<file path="config.mk">
export PLATFORM = sky130hd
export DESIGN_NAME = beam_pos_counter
export DESIGN_NICKNAME = d
export VERILOG_FILES = /design/src/rtl/beam_pkg.sv /design/src/rtl/beam_hcnt.sv /design/src/rtl/beam_vcnt.sv /design/src/rtl/beam_pos_counter.sv
export SDC_FILE = /design/constraint.sdc
export NUM_CORES = 1
export LEC_CHECK = 0
export BUFFER_PORTS_ARGS = -buffer_cell sky130_fd_sc_hd__buf_2
export CORE_MARGIN = 5
export CORE_UTILIZATION = 32
export DETAILED_ROUTE_END_ITERATION = 10
export GPL_TIMING_DRIVEN = 1
export HOLD_SLACK_MARGIN = 0.12
export PLACE_DENSITY = 0.51
export SYNTH_ARGS = -nofsm -noshare
export SYNTH_HDL_FRONTEND = slang
export SYNTH_SLANG_ARGS = --single-unit
export TNS_END_PERCENT = 30
</file>
<file path="constraint.sdc">
create_clock -name clk_i -period 2.69 [get_ports clk_i]
set_clock_uncertainty 0.2 [all_clocks]
set_input_delay 0.269 -clock clk_i [delete_from_list [all_inputs] [get_ports clk_i]]
set_output_delay 0.269 -clock clk_i [all_outputs]
set_load 0.005 [all_outputs]
</file>
<file path="src/rtl/beam_pkg.sv">
package beam_pkg;
  localparam int unsigned HW = 8;
  localparam int unsigned VW = 9;
  localparam int unsigned H_SHORT_DEF = 227;
  localparam int unsigned HB_FIRST = 8'h0F;
  localparam int unsigned HB_LAST  = 8'h35;
endpackage

</file>
<file path="src/rtl/beam_hcnt.sv">
module beam_hcnt #(
  parameter int unsigned H_SHORT = 227,
  parameter int unsigned HW = 8
) (
  input  logic          clk_i,
  input  logic          rst_ni,
  input  logic          ce_i,
  input  logic          pal_i,
  output logic [HW-1:0] h_o,
  output logic          long_line_o,
  output logic          line_end_o,
  output logic          sol_o
);
  localparam logic [HW-1:0] LastShort = HW'(H_SHORT - 1);
  localparam logic [HW-1:0] LastLong  = HW'(H_SHORT);

  logic [HW-1:0] h_q;
  logic          long_q;
  logic          sol_q;

  assign line_end_o = ce_i && (h_q >= (long_q ? LastLong : LastShort));

  always_ff @(posedge clk_i or negedge rst_ni) begin
    if (!rst_ni) begin
      h_q    <= '0;
      long_q <= 1'b0;
      sol_q  <= 1'b0;
    end else begin
      sol_q <= line_end_o;
      if (ce_i) begin
        if (line_end_o) begin
          h_q    <= '0;
          long_q <= !pal_i && !long_q;
        end else begin
          h_q <= h_q + HW'(1);
        end
      end
    end
  end

  assign h_o         = h_q;
  assign long_line_o = long_q;
  assign sol_o       = sol_q;

  assert_step_R2: assert property (@(posedge clk_i) disable iff (!rst_ni)
    ce_i && !line_end_o |=> h_q == $past(h_q) + HW'(1));
  assert_hold_R2: assert property (@(posedge clk_i) disable iff (!rst_ni)
    !ce_i |=> $stable(h_q));
  assert_alt_R3: assert property (@(posedge clk_i) disable iff (!rst_ni)
    line_end_o && !pal_i |=> long_q != $past(long_q));
  assert_pal_short_R3: assert property (@(posedge clk_i) disable iff (!rst_ni)
    line_end_o && pal_i |=> !long_q);
  assert_sol_zero_R6: assert property (@(posedge clk_i) disable iff (!rst_ni)
    sol_q |-> h_q == '0);
  assert_sol_pulse_R6: assert property (@(posedge clk_i) disable iff (!rst_ni)
    sol_q |=> !sol_q);
endmodule

</file>
<file path="src/rtl/beam_vcnt.sv">
module beam_vcnt #(
  parameter int unsigned V_NTSC = 262,
  parameter int unsigned V_PAL  = 312,
  parameter int unsigned VW = 9
) (
  input  logic          clk_i,
  input  logic          rst_ni,
  input  logic          line_end_i,
  input  logic          pal_i,
  input  logic          lace_i,
  output logic [VW-1:0] v_o,
  output logic          long_field_o,
  output logic          sof_o,
  output logic          vblank_o
);
  localparam logic [VW-1:0] LastNtsc = VW'(V_NTSC - 1);
  localparam logic [VW-1:0] LastPal  = VW'(V_PAL - 1);

  logic [VW-1:0] v_q;
  logic [VW-1:0] v_last;
  logic          lf_q;
  logic          sof_q;
  logic          vbl_q;
  logic          frame_end;

  assign v_last    = (pal_i ? LastPal : LastNtsc) + VW'(lf_q);
  assign frame_end = line_end_i && (v_q >= v_last);

  always_ff @(posedge clk_i or negedge rst_ni) begin
    if (!rst_ni) begin
      v_q   <= '0;
      lf_q  <= 1'b0;
      sof_q <= 1'b0;
      vbl_q <= 1'b0;
    end else begin
      sof_q <= frame_end;
      vbl_q <= frame_end;
      if (line_end_i) begin
        if (frame_end) begin
          v_q  <= '0;
          lf_q <= lace_i && !lf_q;
        end else begin
          v_q <= v_q + VW'(1);
        end
      end
    end
  end

  assign v_o          = v_q;
  assign long_field_o = lf_q;
  assign sof_o        = sof_q;
  assign vblank_o     = vbl_q;

  assert_range_R7: assert property (@(posedge clk_i) disable iff (!rst_ni)
    v_q <= VW'(V_PAL));
  assert_lace_alt_R8: assert property (@(posedge clk_i) disable iff (!rst_ni)
    frame_end && lace_i |=> lf_q != $past(lf_q));
  assert_prog_short_R7: assert property (@(posedge clk_i) disable iff (!rst_ni)
    frame_end && !lace_i |=> !lf_q);
  assert_sof_zero_R11: assert property (@(posedge clk_i) disable iff (!rst_ni)
    sof_q |-> v_q == '0);
  assert_sof_pulse_R11: assert property (@(posedge clk_i) disable iff (!rst_ni)
    sof_q |=> !sof_q);
endmodule

</file>
<file path="src/rtl/beam_pos_counter.sv">
module beam_pos_counter
  import beam_pkg::*;
#(
  parameter int unsigned H_SHORT = H_SHORT_DEF,
  parameter int unsigned V_NTSC  = 262,
  parameter int unsigned V_PAL   = 312
) (
  input  logic          clk_i,
  input  logic          rst_ni,
  input  logic          ce_i,
  input  logic          pal_i,
  input  logic          lace_i,
  output logic [HW-1:0] hcount_o,
  output logic [VW-1:0] vcount_o,
  output logic [7:0]    vcmp_o,
  output logic          long_line_o,
  output logic          long_field_o,
  output logic          hblank_o,
  output logic          sol_o,
  output logic          sof_o,
  output logic          vblank_o
);
  localparam logic [HW-1:0] HReportMax = HW'(H_SHORT - 1);
  localparam logic [HW-1:0] HbFirst    = HW'(HB_FIRST);
  localparam logic [HW-1:0] HbLast     = HW'(HB_LAST);

  logic [HW-1:0] h_raw;
  logic          line_end;

  beam_hcnt #(.H_SHORT(H_SHORT), .HW(HW)) u_hcnt (
    .clk_i       (clk_i),
    .rst_ni      (rst_ni),
    .ce_i        (ce_i),
    .pal_i       (pal_i),
    .h_o         (h_raw),
    .long_line_o (long_line_o),
    .line_end_o  (line_end),
    .sol_o       (sol_o)
  );

  beam_vcnt #(.V_NTSC(V_NTSC), .V_PAL(V_PAL), .VW(VW)) u_vcnt (
    .clk_i        (clk_i),
    .rst_ni       (rst_ni),
    .line_end_i   (line_end),
    .pal_i        (pal_i),
    .lace_i       (lace_i),
    .v_o          (vcount_o),
    .long_field_o (long_field_o),
    .sof_o        (sof_o),
    .vblank_o     (vblank_o)
  );

  // extra count of a long line is shown as the last short-line value
  assign hcount_o = (h_raw > HReportMax) ? HReportMax : h_raw;
  assign hblank_o = (hcount_o >= HbFirst) && (hcount_o <= HbLast);
  assign vcmp_o   = vcount_o[7:0];

  assert_report_cap_R4: assert property (@(posedge clk_i) disable iff (!rst_ni)
    hcount_o <= HReportMax);
  assert_frame_line_R11: assert property (@(posedge clk_i) disable iff (!rst_ni)
    sof_o |-> sol_o);
endmodule

</file>
# Word level (Yosys, flattened, before mapping)
# Cells that the tools add are included.
# W data, S select, Z words.
[word_totals] register_bits=21 out_inout_bits=31 elab_cells=29
[classes] addsub=3 order_cmp=5 mux=5 n_reduce_logical=10
[op_table] op="$mux W8" n=2
[op_table] op="$add A9 B1 Y9" n=1
[op_table] op="$add A9 B1 Y9 const B" n=1
[op_table] op="$ge A9 B9 Y1" n=1
[op_table] op="$mux W9" n=1
[op_table] op="$add A8 B1 Y8 const B" n=1
[op_table] op="$ge A8 B4 Y1 const B" n=1
[op_table] op="$ge A8 B8 Y1" n=1
[op_table] op="$gt A8 B8 Y1 const B" n=1
[op_table] op="$le A8 B6 Y1 const B" n=1
[op_table] op="$mux W6" n=1
[op_table] op="$logic_and A1 B1 Y1" n=5
[op_table] op="$reduce_and A2 Y1" n=2
[op_table] op="$logic_not A1 Y1" n=3
[op_table] op="$mux W1" n=1

# Logic depth before layout (Yosys ltp)
# Gate-level depths: netlist of run 1.
[depth] ltp_word=5 depth_mapped=10 ltp_nobuf=8

# By module
# A second synthesis of run 1 with hierarchy kept.
[unflattened] hier_cells=139 area_unflattened_um2=1370.1
[modules_own_cells] module="beam_vcnt" n_inst=1 cells_each=65 area_each_um2=685.7
[modules_own_cells] module="beam_hcnt" n_inst=1 cells_each=50 area_each_um2=529.3
[modules_own_cells] module="beam_pos_counter" n_inst=1 cells_each=24 area_each_um2=155.1

# Worst setup path after synthesis of run 1
# Ideal clock, no wire load.
[synth_timing] path_kind="register to register" from="reg u_vcnt.lf_q, in the netlist u_vcnt.long_field_o" to="reg u_vcnt.v_q[6], in the netlist u_vcnt.v_o[6]" setup_time_ns=0.121 t_arrival_ns=1.624 required_time_ns=2.369 slack_ns=0.745 path_stages_with_launch=8 path_buffers=0 period_less_slack_ns=1.945 path_cell_list="dfrtp_1 ha_1 inv_1 ha_1 a31oi_1 o21ai_2 o21ai_0 a22o_1"
[synth_via] elab_chain_cells=4
[synth_rtl] item="from (decl)" line="beam_vcnt.sv:21" source="logic lf_q;"
[synth_rtl] item="from (signal assigned)" line="beam_vcnt.sv:41" source="lf_q <= lace_i && !lf_q;"
[synth_rtl] item="$add A9 B1 Y9" line="beam_vcnt.sv:26" source="assign v_last = (pal_i ? LastPal : LastNtsc) + VW'(lf_q);"
[synth_rtl] item="$ge A9 B9 Y1" line="beam_vcnt.sv:27" source="assign frame_end = line_end_i && (v_q >= v_last);"
[synth_rtl] item="$logic_and A1 B1 Y1" line="beam_vcnt.sv:27"
[synth_rtl] item="$mux W9" line="beam_vcnt.sv:39" source="if (frame_end) begin"
[synth_rtl] item="to (signal assigned)" line="beam_vcnt.sv:43" source="v_q <= v_q + VW'(1);"
[synth_rtl] item="to (decl)" line="beam_vcnt.sv:19" source="logic [VW-1:0] v_q;"
# Every way passes these cells.
# A chain may end at the register's enable or synchronous reset.

# Worst setup path after layout of run 1
[layout_timing] from="reg u_hcnt.h_q[0], in the netlist u_hcnt.h_o[0]" to="reg u_vcnt.lf_q, in the netlist u_vcnt.long_field_o"
[layout_via] elab_chain_cells=4
[layout_rtl] item="from (decl)" line="beam_hcnt.sv:17" source="logic [HW-1:0] h_q;"
[layout_rtl] item="from (signal assigned)" line="beam_hcnt.sv:35" source="h_q <= h_q + HW'(1);"
[layout_rtl] item="$ge A8 B8 Y1" line="beam_hcnt.sv:21" source="assign line_end_o = ce_i && (h_q >= (long_q ? LastLong : LastShort));"
[layout_rtl] item="$logic_and A1 B1 Y1" line="beam_hcnt.sv:21"
[layout_rtl] item="$logic_and A1 B1 Y1" line="beam_vcnt.sv:27"
[layout_rtl] item="net u_vcnt.frame_end" line="beam_vcnt.sv:24" source="logic frame_end;"
[layout_rtl] item="$reduce_and A2 Y1 (no line)"
# The timed path passes the listed nets, and every way through them passes these cells.

==> impl_metrics.tcl, run 1 <==
set metrics [dict create \
    n_antenna_cell 0 \
    path_buf_inv 2 \
    slew_viol_final 0 \
    synth_top_area_cell "dfrtp_1" \
    yosys.area.top_type_share_pct 38.7 \
    startpoint_type "flip-flop" \
    path_class "flip-flop to flip-flop" \
    clockBufferDepth 2 \
    die_h_um 75.1 \
    synth_top_cells_by_area "dfrtp_1, ha_1, buf_4, nor2_1, a22o_1" \
    powerDensity_nw_per_um2 560 \
    max_stage_delay_ps 420 \
    p_leak_nw 0.827 \
    area_growth_syn_to_layout_pct 13.9 \
    nFillCells 418 \
    fin_crit_sh_pct 82.9 \
    drive_above_1_share_pct 26.9 \
    hold_class "input port to flip-flop" \
    timing.setup.tns_ps 0 \
    yosysWarnings 0 \
    synth_area_um2 1360 \
    avgViaCountPerCell 4.92 \
    arrival_ps 2220 \
    synth_cell_types 39 \
    grt_max_degree 22 \
    antenna_left 0 \
    drt-wirelength-per-cell_um 14.0 \
    yosysMostFrequentCell "dfrtp_1" \
    coreArea_um2 4060 \
    avgSynthCellArea_um2 9.62 \
    cts-root-buf "clkbuf_8" \
    antenna_found_initial 0 \
    cts_tree "built" \
    timing.rr.start "u_hcnt.h_o[0]" \
    critPathMaxFanout 18 \
    dp_hpwl_um 2240 \
    ys_ff_latch 21 \
    synth-edff-count 0 \
    setup.worst_path.end_class "flip-flop" \
    maxCapViolCount 0 \
    p_sw_share_pct 32.8 \
    synth_ff_type "dfrtp_1" \
    num_io_pins 36 \
    cts_sinks 21 \
    fin_cells 217 \
    drtPass1Iterations 4 \
    routed_wl_um 3050 \
    die_w_um 75.1 \
    netlist_instances 141 \
    status "completed" \
    final-seq-area_um2 526 \
    hold_viol 0 \
    crit_start "u_hcnt.h_o[0]" \
    critPathTopFamily "simple AND/OR/NAND/NOR gates" \
    placedCellCount 211 \
    p_clk_share_pct 24.1 \
    multiInputGateArea_um2 683 \
    start_util_pct 33.4 \
    max_freq_mhz 449 \
    combPwrFrac_pct 25.5 \
    p_sw_w 0.000284 \
    tightest_slew_ps 483 \
    crit_slowest_cell "dfrtp_1" \
    rsz0062_at_grt "no" \
    relSlewSlack_pct 67.8 \
    synth_commonest_cells "dfrtp_1, nor2_1, ha_1, buf_4, o21ai_0" \
    htreeDepth 1 \
    clkTransAtPathRegs_ps 80 \
    drc 0 \
    seq_power_share_pct 50.4 \
    place.gp.congestion 0.755 \
    fin_nets 184 \
    vias 1067 \
    clock_latency_ps 260 \
    post-route-min-period_ps 2230 \
    rows 23 \
    worstPathRequired_ps 2680 \
    grt_pass1_wl_um 4930 \
    track_usage_pct 11.3 \
    setup_viol 0 \
    drt_iter0_markers 64 \
    synth_nets 157 \
    grt_pass1_vias 990 \
    min_from "ce_i" \
    irDropWorstVdd_mv 0.195 \
    async_reset_ff_share_pct 100 \
    cts_buffers 3 \
    path_cells "inv_1, ha_1, nand2b_1, a21boi_1, or2_1, inv_8, and2_1, mux2i_1" \
    cell_internal_pwr_w 0.000581 \
    die_area_um2 5640 \
    power.total_w 0.000865 \
    portBuffers 35 \
    yosysSeqAreaShare_pct 38.7 \
    grt_overflow 0 \
]
[flip-flops by register name, indices dropped and copies added, names as in the netlist]
signal / cells
u_hcnt.long_line_o: 1
u_vcnt.long_field_o: 1
u_hcnt.h_o: 8
u_hcnt.sol_o: 1
u_vcnt.v_o: 9
u_vcnt.sof_o: 1
[power by group through the flow]
stage / combinational, W / sequential [W] / clock [W]
floorplan: 0.000147 / 0.000421 / 0
detailed placement: 0.000222 / 0.000441 / 0
global route: 0.000256 / 0.000448 / 0.000227
finish: 0.000221 / 0.000436 / 0.000208
global placement: 0.000217 / 0.000436 / 0
CTS: 0.000226 / 0.000436 / 0.000217
[per-stage QoR]
| stage | hold WS (ps) | cell area (um^2) | setup slack [ps] | util, % |
|---|---|---|---|---|
| after CTS | 135 | 1550 | 458 | 38.1 |
| after floorplan | -227 | 1360 | 745 | - |
| final | 142 | 1550 | 461 | 38.1 |
| after global placement | 59.5 | 1480 | 487 | 36.5 |
| after detailed placement | 65.7 | 1480 | 481 | 36.5 |
| after global routing | 157 | 1550 | 241 | 38.1 |
[cell usage in the layout (no fill, tap or decap), types with 2 or more instances in the layout]
cell,netlist,final
a22o_1,5,5
nand2b_1,4,4
inv_1,6,6
buf_2,0,35
clkbuf_8,0,3
nand3_1,5,5
a21o_1,3,3
a21oi_1,2,2
nand4_1,4,4
and2_1,4,4
and3_1,5,5
a31oi_1,4,4
nor3_1,2,2
nor2_1,12,12
ha_1,11,11
dlygate4sd3_1,0,2
xor2_1,4,4
nand2_1,5,5
nor2b_1,4,4
dfrtp_1,21,21
o21ai_0,8,8
[final cells by class]
class | count | share of cell area [%]
clock buffer | 4 | 2.91
timing repair buffer | 37 | 12.6
tap | 50 | 4.05
multi-input combinational | 98 | 44.2
sequential | 21 | 34.0
inverter | 7 | 2.19
[metal layers]
metal	track usage [%]	vias up	routed length, um
met2	17.3	32	1420
li1	-	537	-
met4	4.74	0	35
met3	1.07	2	157
met1	16.1	496	1440
met5	0	-	0
[timing repair]
action	4_1_cts	5_1_grt
gates resized for setup	0	0
hold endpoints to repair	22	0
hold buffers	2	0
buffers inserted	0	0
setup endpoints to repair	0	0
[kinds of logic after synthesis]
| group | Yosys count | share of synthesized area (%) |
|---|---|---|
| adders and majority gates | 11 | 10.1 |
| DFF | 21 | 38.7 |
| buffers and inverters | 22 | 10.9 |
| muxes | 2 | 1.57 |
| AOI/OAI and AO/OA | 29 | 14.9 |
| and+or+nand+nor | 51 | 20.5 |
| xor gates and xnor gates | 5 | 3.23 |
[worst paths after layout]
kind	end	slack (ps)	depth (start not counted)
setup / recovery	u_vcnt.long_field_o	460	8
hold / removal	u_hcnt.h_o[0]	140	2
setup reg to reg	u_vcnt.long_field_o	460	8
hold reg to reg	u_hcnt.long_line_o	360	1
max in group asynchronous	u_hcnt.h_o[7]	1660	2
min in group asynchronous	u_vcnt.v_o[6]	300	2
(Power assumes the default switching activity.)
==> run 2, diff against run 1 <==
--- a/config.mk
+++ b/config.mk
@@ -5,13 +5,14 @@
 export SDC_FILE = /design/constraint.sdc
 export NUM_CORES = 1
 export LEC_CHECK = 0
+export ABC_AREA = 1
 export BUFFER_PORTS_ARGS = -buffer_cell sky130_fd_sc_hd__buf_2
 export CORE_MARGIN = 5
 export CORE_UTILIZATION = 32
 export DETAILED_ROUTE_END_ITERATION = 10
 export GPL_TIMING_DRIVEN = 1
 export HOLD_SLACK_MARGIN = 0.12
-export PLACE_DENSITY = 0.51
+export PLACE_DENSITY = 0.52
 export SYNTH_ARGS = -nofsm -noshare
 export SYNTH_HDL_FRONTEND = slang
 export SYNTH_SLANG_ARGS = --single-unit
==> constraint.sdc (replaced) <==
create_clock -name clk_i -period 2 [get_ports clk_i]
set_clock_uncertainty 0.2 [all_clocks]
set_input_delay 0.2 -clock clk_i [delete_from_list [all_inputs] [get_ports clk_i]]
set_output_delay 0.2 -clock clk_i [all_outputs]
set_load 0.005 [all_outputs]
==> impl_metrics.tcl, run 2 <==
set metrics [dict create \
    p_leak_nw 1.11 \
    arrival_ps 1910 \
    vias 1385 \
    rsz0062_at_grt "yes" \
    relSlewSlack_pct 67.1 \
    drt_iter0_markers 27 \
    setup.worst_path.end_class "flip-flop" \
    largest_reg_flops 9 \
    post-route-min-period_ps 1940 \
    yosysMostFrequentCell "nand2_1" \
    drc 0 \
    design_area_um2 1940 \
    powerDensity_nw_per_um2 814 \
    nFillCells 469 \
    synth_ff_type "dfrtp_1" \
    cts_buffers 3 \
    grt_pass1_wl_um 5900 \
    grt_overflow 0 \
    place.gp.congestion 0.841 \
    coreArea_um2 4410 \
    die_h_um 78.0 \
    hold_viol 0 \
    grt_max_degree 22 \
    avgSynthCellArea_um2 7.32 \
    synth-edff-count 0 \
    n_antenna_cell 0 \
    layout_commonest_cell "nand2_1" \
    antenna_left 0 \
    rows 24 \
    clock_latency_ps 270 \
    ys_ff_latch 21 \
    fin_cells 300 \
    avgViaCountPerCell 4.62 \
    ff2ff_path_depth 11 \
    track_usage_pct 11.9 \
    path_class "flip-flop to flip-flop" \
    yosysSeqAreaShare_pct 35.6 \
    timing.setup.tns_ps 0 \
    tightest_slew_ps 493 \
    antenna_found_initial 0 \
    synth_cell_types 24 \
    final-seq-area_um2 526 \
    clkTransAtPathRegs_ps 90 \
    cts_tree "built" \
    r2r_slack_ps 60 \
    area_growth_syn_to_layout_pct 31.2 \
    start_util_pct 33.5 \
    multiInputGateArea_um2 830 \
    m1WireLength_um 1720 \
    startpoint_type "flip-flop" \
    drive_above_1_share_pct 35.9 \
    setup_viol 0 \
    synth_top_area_cell "dfrtp_1" \
    portBuffers 35 \
    synth_top_cells_by_area "dfrtp_1, nand2_1, ha_1, nand3_1, inv_1" \
    routed_wl_um 3610 \
    die_w_um 78.0 \
    async_reset_ff_share_pct 100 \
    htreeDepth 1 \
    dr_wl_met3_um 172 \
    pre_cts_ws_ps 57.2 \
    synth_commonest_cells "nand2_1, inv_1, dfrtp_1, nor2_1, nand3_1" \
    max_freq_mhz 515 \
    netlist_instances 202 \
    slew_viol_final 0 \
    cts-root-buf "clkbuf_8" \
    synth_nets 218 \
    maxCapViolCount 0 \
    fin_nets 265 \
    timing.rr.start "u_vcnt.long_field_o" \
    grt_pass1_vias 1279 \
    irDropWorstVdd_mv 0.247 \
    dp_hpwl_um 2750 \
    worstPathRequired_ps 1970 \
    layout_common_cells "nand2_1, buf_2, dfrtp_1, inv_1, nor2_1" \
    dpl_cell_area_um2 1730 \
    synth_area_um2 1480 \
    fin_crit_sh_pct 97.1 \
    wl_met2_um 1650 \
    top_layer "met4" \
    critPathMaxFanout 3 \
    status "completed" \
    cts_sinks 21 \
    yosys.area.top_type_share_pct 35.6 \
    setup_slack_ps 57.2 \
    drtPass1Iterations 4 \
    num_io_pins 36 \
    hold_slack_ps 221 \
    clockBufferDepth 2 \
    placedCellCount 288 \
    drt-wirelength-per-cell_um 12.0 \
    rr_endpoint "u_vcnt.v_o[8]" \
    hold_class "input port to async pin" \
    die_area_um2 6080 \
    yosysWarnings 0 \
]
## run 2: layer usage
layer,GRT usage (%),up-vias
met4,4.05,0
met3,2.08,7
met1,15.7,628
li1,-,717
met2,19.4,33
met5,0,-
## run 2: what timing repair did
item / CTS / global route
resized for setup: 0 / 22
setup endpoints to repair: 0 / 14
hold endpoints to repair: 26 / 0
hold buffers: 4 / 0
buffers inserted: 0 / 5
## run 2: power by group
group,switching (W),internal (W),total (W)
clock,0.000151,0.000139,0.000290
combinational,0.000351,0.000309,0.000660
sequential,0.000108,0.000520,0.000627
total,0.000609,0.000968,0.00158
## run 2: worst max path at each step
| stage | end | startpoint | cells after the start | slack (ps) |
|---|---|---|---|---|
| finish | u_vcnt.v_o[8] | u_vcnt.long_field_o | 11 | 60 |
| CTS | hblank_o | u_hcnt.h_o[0] | 8 | 30 |
| floorplan | u_vcnt.v_o[0] | u_vcnt.long_field_o | 10 | 110 |
| global placement | u_vcnt.v_o[8] | u_vcnt.long_field_o | 12 | 90 |
| detailed placement | u_vcnt.v_o[8] | u_vcnt.long_field_o | 11 | 60 |
| global route | u_vcnt.v_o[4] | u_vcnt.long_field_o | 13 | -40 |
## run 2: worst max-delay path: stages (launching register included)
cell     delay [ps]
dfrtp_1         430
ha_4            280
inv_2            40
ha_4            250
nand2_1          50
nor2_1           80
nand3_1         110
nand3_2         100
nor2_4           50
buf_4           140
nand3_1          60
nand2_1          50
## run 2: area by class of cell
| class | count | area share [%] |
|---|---|---|
| Timing Repair Buffer | 57 | 18.9 |
| Multi-Input combinational cell | 138 | 42.8 |
| Clock buffer | 3 | 2.13 |
| Inverter | 28 | 5.42 |
| Clock inverter | 1 | 0.258 |
| Tap cell | 52 | 3.36 |
| Sequential cell | 21 | 27.1 |
## run 2: logic make-up after synthesis
logic type / after synthesis / synth area share, %
flip-flops: 21 / 35.6
XOR/XNOR: 7 / 4.15
buffers and inverters: 43 / 14.5
AO/OA/AOI/OAI: 14 / 5.25
AND/OR/NAND/NOR: 106 / 31.2
adder cells (fa/ha/maj): 11 / 9.31
## run 2: stage by stage
stage	power, W	util, %
after detailed placement	0.00124	39.1
after global placement	0.00124	39.1
final	0.00158	43.9
after CTS	0.00154	41.1
after global routing	0.00174	43.9
after floorplan	0.00103	-
==> run 3, diff against run 2 <==
--- a/config.mk
+++ b/config.mk
@@ -5,14 +5,15 @@
 export SDC_FILE = /design/constraint.sdc
 export NUM_CORES = 1
 export LEC_CHECK = 0
-export ABC_AREA = 1
+export ABC_AREA = 0
 export BUFFER_PORTS_ARGS = -buffer_cell sky130_fd_sc_hd__buf_2
 export CORE_MARGIN = 5
 export CORE_UTILIZATION = 32
 export DETAILED_ROUTE_END_ITERATION = 10
 export GPL_TIMING_DRIVEN = 1
 export HOLD_SLACK_MARGIN = 0.12
-export PLACE_DENSITY = 0.52
+export PLACE_DENSITY = 0.53
+export SETUP_SLACK_MARGIN = 0.15
 export SYNTH_ARGS = -nofsm -noshare
 export SYNTH_HDL_FRONTEND = slang
 export SYNTH_SLANG_ARGS = --single-unit
==> impl_metrics.tcl, run 3 (synthesis results as in run 1) <==
set metrics [dict create \
    drive_above_1_share_pct 42.4 \
    setup.worst_path.end_class "flip-flop" \
    clockBufferDepth 2 \
    status "completed" \
    antenna_found_initial 0 \
    nFillCells 386 \
    critPathMaxFanout 5 \
    cts-root-buf "clkbuf_8" \
    setup_slack_ps 0.782 \
    use_met2_pct 21.5 \
    vias 1164 \
    worst_path_most_repeated_cell "ha_4" \
    drc 0 \
    routed_wl_um 3430 \
    path_cells "ha_4, inv_2, ha_4, a21o_1, a31oi_4, o21ai_4, nand2b_4, o31ai_4" \
    final-seq-area_um2 527 \
    area_growth_syn_to_layout_pct 33.5 \
    place.gp.congestion 0.830 \
    clkTransAtPathRegs_ps 80 \
    p_clk_share_pct 21.9 \
    hold_class "input port to flip-flop" \
    clock_latency_ps 260 \
    coreArea_um2 4060 \
    post_cts_buffers 0 \
    n_antenna_cell 0 \
    relSlewSlack_pct 68.3 \
    critPathTopFamily "compound AO/OA/AOI/OAI gates" \
    rsz0062_at_grt "yes" \
    grt_pass1_vias 1151 \
    design_area_um2 1810 \
    die_area_um2 5640 \
    timing.setup.tns_ps 0 \
    num_io_pins 36 \
    use_met3_pct 0.935 \
    cts_buffers 3 \
    max_stage_delay_ps 420 \
    finish.utilization_pct 44.6 \
    fin_crit_sh_pct 100 \
    hold_viol 0 \
    slew_viol_final 0 \
    die_w_um 75.1 \
    layout_common_cells "buf_2, dfrtp_1, buf_4, nor2_1, ha_1" \
    drt_iter0_markers 49 \
    layout_commonest_cell "buf_2" \
    cts_sinks 21 \
    dpl_cell_area_um2 1590 \
    drtPass1Iterations 4 \
    max_freq_mhz 500 \
    rows 23 \
    largest_reg_flops 9 \
    maxCapViolCount 0 \
    cell_internal_pwr_w 0.000847 \
    htreeDepth 1 \
    hold_slack_ps 130 \
    combPwrFrac_pct 33.3 \
    dp_hpwl_um 2470 \
    antenna_left 0 \
    track_usage_pct 12.5 \
    avgViaCountPerCell 4.97 \
    portBuffers 35 \
    seq_power_share_pct 44.7 \
    startpoint_type "flip-flop" \
    powerDensity_nw_per_um2 703 \
    drt-wirelength-per-cell_um 14.6 \
    post-route-min-period_ps 2000 \
    crit_slowest_cell "dfrtp_1" \
    met1_usage_pct 16.2 \
    p_sw_w 0.000427 \
    grt_pass1_wl_um 5460 \
    irDropWorstVdd_mv 0.390 \
    cts_tree "built" \
    die_h_um 75.1 \
    p_sw_share_pct 33.5 \
    fin_nets 201 \
    pre_cts_ws_ps -111 \
    worstPathRequired_ps 1980 \
    setup_viol 0 \
    grt_max_degree 22 \
    path_buf_inv 1 \
    arrival_ps 1980 \
    start_util_pct 33.4 \
    multiInputGateArea_um2 817 \
    grt_overflow 0 \
    busiest_layer "met2" \
    p_leak_nw 0.925 \
    tightest_slew_ps 475 \
    path_class "flip-flop to flip-flop" \
]
==> run 3: cell types whose count changed in the layout (fill, tap and decap cells not counted), sizes merged, moves of 5 or more <==
cell	delta
a22o	+5
nor2	-10
a21oi	-6
o21ai	+7
and3	+5
nand3	-13
nand2	-50
inv	-21
==> run 3: power by group through the flow <==
stage          logic [W]  registers, W  clock network, W
2_1_floorplan   0.000198      0.000566                 0
3_3_place_gp    0.000375      0.000565                 0
3_5_place_dp    0.000385      0.000568                 0
4_1_cts         0.000403      0.000562          0.000286
5_1_grt         0.000465      0.000581          0.000303
6_report        0.000424      0.000570          0.000279
==> run 3: tightest hold or removal path, stage by stage <==
cell,delay (ps)
buf_2,140
nor3_1,70
a21o_1,150
==> run 3: metal layers <==
metal  wire length, um  share of wire [%]
met1              1520                 44
met2              1710                 50
met3               141                4.1
met4                60                1.8
met5                 0                  0
==> run 3: cell type report <==
type,instances,share of cell area [%]
Inverter,7,1.87
Sequential cell,21,29.1
Clock buffer,3,2.28
Tap cell,50,3.46
Clock inverter,1,0.276
Timing Repair Buffer,53,17.9
Multi-Input combinational cell,99,45.1
==> run 3: what timing repair did <==
item	CTS	global route
hold buffers	4	0
resized for setup	17	12
setup endpoints to repair	22	20
cloned	1	0
pin swaps	7	7
hold endpoints to repair	23	0
==> run 3: path summary, 6_finish.rpt <==
| kind | startpoint | to | slack (ps) | depth (start not counted) |
|---|---|---|---|---|
| worst max register to register | u_vcnt.long_field_o | u_vcnt.v_o[7] | 0.8 | 8 |
| worst min register to register | u_vcnt.v_o[0] | u_vcnt.v_o[0] | 360 | 1 |
| max in group asynchronous | rst_ni | u_hcnt.h_o[1] | 1020 | 2 |
| worst min-delay path | pal_i | u_hcnt.long_line_o | 130 | 3 |
| min in group asynchronous | rst_ni | u_vcnt.v_o[4] | 220 | 2 |
| worst max-delay path | u_vcnt.long_field_o | u_vcnt.v_o[7] | 0.8 | 8 |
==> run 3: through the flow <==
step	total power [W]	cells
after global routing	0.00135	234
after floorplan	0.000764	141
after global placement	0.000940	225
after detailed placement	0.000953	225
final	0.00127	234
after CTS	0.00125	234
